--- src/rtl/memdec_pkg.sv ---
package memdec_pkg;
  localparam int ADDR_W = 16;
  localparam int OFF_W  = 10;

  // base/size window test; size must be a power of two
  function automatic logic in_win(input logic [ADDR_W-1:0] a,
                                  input logic [ADDR_W-1:0] base,
                                  input int unsigned size);
    logic [ADDR_W-1:0] msk;
    msk = ~ADDR_W'(size - 1);
    return (a & msk) == (base & msk);
  endfunction
endpackage

--- src/rtl/memdec_remap.sv ---
module memdec_remap
  import memdec_pkg::*;
(
  input  logic              rst_ni,
  input  logic [ADDR_W-1:0] addr_i,
  output logic [ADDR_W-1:0] eff_o
);
  // top bit held low during reset so vector fetches fall into ROM
  assign eff_o = {addr_i[ADDR_W-1] & rst_ni, addr_i[ADDR_W-2:0]};
endmodule

--- src/rtl/memdec_window.sv ---
module memdec_window
  import memdec_pkg::*;
#(
  parameter logic [ADDR_W-1:0] BASE = '0,
  parameter int unsigned       SIZE = 4
) (
  input  logic [ADDR_W-1:0] addr_i,
  output logic              hit_o
);
  assign hit_o = in_win(addr_i, BASE, SIZE);
endmodule

--- src/rtl/memdec_mio.sv ---
module memdec_mio
  import memdec_pkg::*;
#(
  parameter logic [ADDR_W-1:0] MASK  = 16'hF3F0,
  parameter logic [ADDR_W-1:0] MATCH = 16'h6200
) (
  input  logic [ADDR_W-1:0] addr_i,
  output logic              hit_o
);
  // bits outside MASK (alias bits and register/qualifier bits) are don't-care
  assign hit_o = (addr_i & MASK) == (MATCH & MASK);
endmodule

--- src/rtl/memmap_dec.sv ---
module memmap_dec
  import memdec_pkg::*;
#(
  parameter logic [ADDR_W-1:0] RAM_BASE  = 16'h0000,
  parameter int unsigned       RAM_BYTES = 512,
  parameter logic [ADDR_W-1:0] ROM_BASE  = 16'h7C00,
  parameter int unsigned       ROM_BYTES = 1024,
  parameter logic [ADDR_W-1:0] VEC_BASE  = 16'hFFC0,
  parameter int unsigned       VEC_BYTES = 64,
  parameter logic [ADDR_W-1:0] PIA_BASE  = 16'h4000,
  parameter int unsigned       PIA_SLOTS = 8,
  parameter int unsigned       PIA_REGS  = 4,
  parameter logic [ADDR_W-1:0] MIO_MASK  = 16'hF3F0,
  parameter logic [ADDR_W-1:0] MIO_MATCH = 16'h6200
) (
  input  logic                 rst_ni,
  input  logic [ADDR_W-1:0]    addr_i,
  input  logic                 rd_i,
  output logic                 ram_cs_o,
  output logic                 rom_cs_o,
  output logic                 vec_cs_o,
  output logic                 mio_cs_o,
  output logic [PIA_SLOTS-1:0] pia_cs_o,
  output logic                 irq_en_o,
  output logic                 unmapped_o,
  output logic [OFF_W-1:0]     off_o,
  output logic                 eff_a15_o
);
  localparam int unsigned MIO_REGS = 8;
  localparam logic [ADDR_W-1:0] RAM_M = ADDR_W'(RAM_BYTES - 1);
  localparam logic [ADDR_W-1:0] ROM_M = ADDR_W'(ROM_BYTES - 1);
  localparam logic [ADDR_W-1:0] VEC_M = ADDR_W'(VEC_BYTES - 1);
  localparam logic [ADDR_W-1:0] PIA_M = ADDR_W'(PIA_REGS - 1);
  localparam logic [ADDR_W-1:0] MIO_M = ADDR_W'(MIO_REGS - 1);

  logic [ADDR_W-1:0]    eff;
  logic                 ram_hit, rom_hit, vec_hit, mio_hit;
  logic [PIA_SLOTS-1:0] pia_hit;

  memdec_remap u_remap (.rst_ni(rst_ni), .addr_i(addr_i), .eff_o(eff));

  memdec_window #(.BASE(RAM_BASE), .SIZE(RAM_BYTES)) u_ram (.addr_i(eff), .hit_o(ram_hit));
  memdec_window #(.BASE(ROM_BASE), .SIZE(ROM_BYTES)) u_rom (.addr_i(eff), .hit_o(rom_hit));
  memdec_window #(.BASE(VEC_BASE), .SIZE(VEC_BYTES)) u_vec (.addr_i(eff), .hit_o(vec_hit));

  for (genvar k = 0; k < PIA_SLOTS; k++) begin : g_pia
    localparam logic [ADDR_W-1:0] SLOT_BASE = PIA_BASE + ADDR_W'(k * PIA_REGS);
    memdec_window #(.BASE(SLOT_BASE), .SIZE(PIA_REGS)) u_slot (
      .addr_i(eff), .hit_o(pia_hit[k]));
  end

  memdec_mio #(.MASK(MIO_MASK), .MATCH(MIO_MATCH)) u_mio (.addr_i(eff), .hit_o(mio_hit));

  assign ram_cs_o   = ram_hit;
  assign rom_cs_o   = rom_hit & rd_i;  // ROM ignores writes
  assign vec_cs_o   = vec_hit;
  assign mio_cs_o   = mio_hit;
  assign pia_cs_o   = pia_hit;
  assign irq_en_o   = mio_hit & eff[3];
  assign unmapped_o = ~(ram_hit | (rom_hit & rd_i) | vec_hit | mio_hit | (|pia_hit));
  assign eff_a15_o  = eff[ADDR_W-1];

  always_comb begin
    logic [ADDR_W-1:0] o;
    o = '0;
    if (ram_hit)               o = eff & RAM_M;
    else if (rom_hit && rd_i)  o = eff & ROM_M;
    else if (vec_hit)          o = eff & VEC_M;
    else if (mio_hit)          o = eff & MIO_M;
    else if (|pia_hit)         o = eff & PIA_M;
    off_o = o[OFF_W-1:0];
  end

  always_comb begin
    a_r8_one_select: assert ($onehot0({ram_cs_o, rom_cs_o, vec_cs_o, mio_cs_o, pia_cs_o}));
    a_r8_unmapped_excl: assert (unmapped_o != (ram_cs_o | rom_cs_o | vec_cs_o | mio_cs_o | (|pia_cs_o)));
    if (!rst_ni) a_r4_no_vec_in_reset: assert (!vec_cs_o && !eff_a15_o);
    if (!rd_i) a_r2_rom_read_only: assert (!rom_cs_o);
    if (irq_en_o) a_r7_irq_qual: assert (mio_cs_o);
    if (unmapped_o) a_r8_off_zero: assert (off_o == '0);
  end
endmodule

--- config.mk ---
export PLATFORM = sky130hd
export DESIGN_NAME = memmap_dec
export DESIGN_NICKNAME = d
export VERILOG_FILES = /design/src/rtl/memdec_pkg.sv /design/src/rtl/memdec_remap.sv /design/src/rtl/memdec_window.sv /design/src/rtl/memdec_mio.sv /design/src/rtl/memmap_dec.sv
export SDC_FILE = /design/constraint.sdc
export NUM_CORES = 1
export LEC_CHECK = 0
export CAP_MARGIN = 20
export CORE_AREA = 3 3 40 42
export DETAILED_ROUTE_END_ITERATION = 16
export DIE_AREA = 0 0 43 45
export PLACE_DENSITY_LB_ADDON = 0.08
export SYNTH_ARGS = -nofsm -noshare
export SYNTH_HDL_FRONTEND = slang
export SYNTH_SLANG_ARGS = --single-unit
--- constraint.sdc ---
create_clock -name vclk -period 5.25
set_clock_uncertainty 0.1 [all_clocks]
set_input_delay 1.05 -clock vclk [all_inputs]
set_output_delay 1.05 -clock vclk [all_outputs]
set_load 0.02 [all_outputs]
# Word level (Yosys, flattened, before mapping)
# Cells that the tools add are included.
[totals]
reg_bits = 0
in_bits = 18
out_inout_bits = 25
[classes]
eq_ne = 11
muxes = 5
bitwise = 8
reduce_logical = 3
[ops]
columns = ["operator", "n"]
rows = [
  ["$eq 14x13->1 const B", 8],
  ["$mux 10", 2],
  ["$logic_not 16->1", 1],
  ["$eq 10x10->1 const B", 1],
  ["$eq 10x9->1 const B", 1],
  ["$reduce_or 8->1", 1],
  ["$eq 6x5->1 const B", 1],
  ["$mux 6", 1],
  ["$or 1x1->1", 4],
  ["$and 1x1->1", 3],
  ["$mux 3", 1],
  ["$mux 2", 1],
  ["$logic_and 1x1->1", 1],
  ["$not 1->1", 1],
]

# Logic depth before layout (Yosys ltp)
[logic_depth]
depth_word = 8
mapped_depth = 5

# Hierarchy
# A second synthesis with hierarchy kept.
[unflattened]
hier_cells = 88
area_unflattened_um2 = 664.4
[modules_own_cells]
columns = ["mod", "instances", "cells_per_inst", "area_per_inst_um2"]
rows = [
  ["memmap_dec", 1, 20, 143.9],
  ["memdec_remap", 1, 16, 118.9],
  ["memdec_window at g_pia[1].u_slot ...", 3, 5, 36.3],
  ["memdec_window at g_pia[5].u_slot ...", 2, 5, 38.8],
  ["memdec_window at g_pia[7].u_slot", 1, 5, 43.8],
  ["memdec_window at g_pia[3].u_slot", 1, 5, 41.3],
  ["memdec_mio", 1, 3, 33.8],
  ["memdec_window at g_pia[0].u_slot", 1, 5, 33.8],
  ["memdec_window at u_vec", 1, 4, 26.3],
  ["memdec_window at u_ram", 1, 2, 20.0],
  ["memdec_window at u_rom", 1, 3, 16.3],
]

# Worst setup path after synthesis
# Ideal clock, no wire load.
[synth_timing]
kind = "input port to output port"
start = "input port addr_i[11]"
end = "output port off_o[0]"
arrival_time_ps = 2526
required_time_ps = 4100
path_slack_ps = 1574
stages = 4
cell_sequence = "or4_4 -> nor4_4 -> nor4_2 -> a21boi_1"
[synth_lines]
columns = ["element", "line_no", "text"]
rows = [
  ["start: declaration", "memmap_dec.sv:17", "input logic [ADDR_W-1:0] addr_i,"],
  ["$logic_not 16->1", "memdec_pkg.sv:11", "return (a & msk) == (base & msk);"],
  ["named net ram_cs_o", "memmap_dec.sv:19", "output logic ram_cs_o,"],
  ["$mux 10", "memmap_dec.sv:66", "if (ram_hit) o = eff & RAM_M;"],
  ["end: declaration", "memmap_dec.sv:26", "output logic [OFF_W-1:0] off_o,"],
]
# The timed path passes the listed nets, and every way through them passes these cells.

# Worst setup path in the final report
[layout_timing]
start = "input port addr_i[11]"
end = "output port off_o[8]"
[layout_between]
elab_chain_cells = 4
[layout_lines]
columns = ["element", "line_no", "text"]
rows = [
  ["$eq 6x5->1", "memdec_pkg.sv:11", ""],
  ["$logic_and 1x1->1", "memmap_dec.sv:67", "else if (rom_hit && rd_i) o = eff & ROM_M;"],
  ["$mux 10", "memmap_dec.sv:67", ""],
  ["$mux 10 *", "memmap_dec.sv:66", ""],
]
# Mark *: on every way between the ends. The rest lies on a longest branch, timed or not.

==> results by group <==
Outcome
  • Status: finished, final reports clean

Global routing
  • Vias in the first global route: 469
  • Largest net degree at the start of global routing: 7
  • First-pass GRT wire length: ~2100 µm
  • GR Overflow Total: 0
  • GRT Util Overall: between 10% and 20%
  • Initial antenna violation count: 0

Cells and area
  • Layout Area Growth over Synthesis: 105.1%
  • CLK BUF: 0
  • N_diodes: 0
  • Share of cells above drive strength 1: under 10%
  • FF+latch count: 0
  • Layout Nets: 110
  • Register Area: 0 µm²
  • Fin area: 759.5 µm²

Floorplanning
  • Ports: 43
  • Full die area: 0.001935 mm²
  • Rows: 13
  • Core Area: 0.001285 mm²
  • Die width: 43 µm
  • Initial Utilization: between 20% and 30%
  • Die H: 45 µm

STA
  • Final setup TNS: 0 ns
  • RSZ-0062 raised after global routing: no
  • F_max: around 0.23 GHz
  • Slew Limit Fails: 0
  • Setup violators final: 0
  • Slew @ Worst Pin: 0.3928 ns
  • Tcrit/Tclk final: 83.73%
  • Slew HR: between 70% and 80%
  • Final Hold Vio Count: 0
  • Tmin final: 4.396 ns
  • Worst hold slack: 3.042 ns

Worst setup path
  • Worst EP required: 4.10 ns
  • CP max stage delay: 0.60 ns
  • Worst-path fanout max: 4
  • Slowest-stage cell, CP: clkdlybuf4s50_1
  • Worst Setup End Kind: output port
  • CP most frequent cell: clkdlybuf4s50_1
  • Crit path kind: input pin to output port
  • Critical Path AT: 3.25 ns
  • Setup crit start kind: input pin
  • Crit-path cells: clkdlybuf4s50_1, or4_4, nor4_4, or2_1, and2_1, clkdlybuf4s50_1

Logic synthesis
  • Library cells used by synthesis: 21
  • Synth Area in XOR/XNOR: 0%
  • Synth Area in Compound Gates: 6.757%
  • Mapped Cells: 55
  • Post-Synth Adder-Cell Area: 0%
  • Synth area leaders: buf_4, and2_1, nor2_1
  • Post-synthesis simple-gate area fraction: 76.01%
  • Area share of the largest cell type after synthesis: 16.22%
  • Leading area contributor after synthesis: buf_4
  • Post-synthesis sequential area ratio: 0%
  • Avg Inst Size Synth: 6.734 µm²
  • Syn_nets: 73
  • Mapped cell area: roughly 370 µm²
  • Largest family of logic cells by synthesized area: simple AND/OR/NAND/NOR gates
  • Synth Warn #: 0
  • Multiplexer area fraction after synthesis: 0%

Detailed routing
  • M1 WL: 517 µm
  • DR top layer: met3
  • Initial DRC count: 3
  • Initial DRT Pass Iterations: 4
  • WL/cell: between 10 and 15 µm
  • # DRC: 0
  • Total Wirelength: 1208 µm
  • Met2 routed WL: 589 µm
  • Post-route ant nets: 0
  • Via count: 487
  • Vias per cell: approximately 4.6
  • Met3 WL: 100 µm

Clocking
  • Post-cts resize count: 0
  • Setup Fix Bufs, Post-CTS: 0
  • Cts hold-fix bufs: 0

Power and ir drop
  • Leakage: ~0.25 nW
  • Power density cells: roughly 38 mW/mm²
  • Maximum VDD drop: 0.02481 mV

Placed design
  • # port buffers: 43
  • DP Wirelength: 1063 µm
  • RePlAce Congestion: about 0.76
  • Cell area after placement: 759.5 µm²

Flow run
  • Max Cap Violations: 0

Min path
  • HP Class: input pin to output port
==> stage by stage <==
step	utilization [%]	std cells	setup slack, ns	total power, mW
after floorplan	-	55	1.574	0.008672
after global placement	59.10	105	0.8736	0.02914
after detailed placement	59.10	105	0.8525	0.02924
after CTS	59.10	105	0.8499	0.02939
after global routing	59.10	105	0.7390	0.03163
final	59.10	105	0.8544	0.02918
==> cells in the mapped netlist <==
library cell / n
nor2_1: 10
and2_1: 8
buf_4: 8
nand2_1: 5
and4_1: 3
a21boi_1: 2
nand2b_1: 2
nand3_1: 2
nor4_2: 2
or3_1: 2
a21bo_2: 1
and4_2: 1
inv_1: 1
nand3b_1: 1
nand4bb_1: 1
nor2b_1: 1
nor3_1: 1
nor3_2: 1
nor4_4: 1
or2_1: 1
or4_4: 1
==> power by group <==
part           internal [mW]  leakage [nW]  switching (mW)  total [mW]
sequential                 0             0               0           0
combinational         0.0178         0.252          0.0114      0.0292
clock                      0             0               0           0
total                 0.0178         0.252          0.0114      0.0292
==> kinds of logic (layout without fill, tap and decap cells) <==
| logic type | Yosys count | after routing |
|---|---|---|
| AO/OA/AOI/OAI | 3 | 3 |
| AND/OR/NAND/NOR | 43 | 43 |
| buffers and inverters | 9 | 44 |
==> path summary, 6_finish.rpt <==
path / from / end / slack, ns / depth (start not counted)
min: addr_i[0] / off_o[0] / 3.04 / 3
max: addr_i[11] / off_o[8] / 0.85 / 6
==> cell type report <==
type	count	area, µm²
timing repair buffer	43	430.4
multi-input combinational	46	306.5
inverter	1	3.754
tap	15	18.77
fill	139	525.5
==> layout by cell type (no fill, tap or decap) <==
master / n
nand2b_1: 2
nand3b_1: 1
and2_1: 8
and4_2: 1
nor3_2: 1
nand3_1: 2
or2_1: 1
nor3_1: 1
clkdlybuf4s50_1: 43
nand4bb_1: 1
nor2b_1: 1
or4_4: 1
a21bo_2: 1
nor4_4: 1
a21boi_1: 2
inv_1: 1
or3_1: 2
nor2_1: 10
nor4_2: 2
nand2_1: 5
and4_1: 3
==> worst max-delay path, delay by kind of cell <==
family	cells	cell delay [ns]
and+or+nand+nor	4	1.18
buffers and inverters	2	1.01
==> routing by layer <==
metal / global-route usage [%] / vias up
li1: - / 256
met1: 18.81 / 210
met2: 22.46 / 21
met3: 1.594 / 0
met4: 0 / 0
met5: 0 / -
Power figures use the tool's default switching activity.
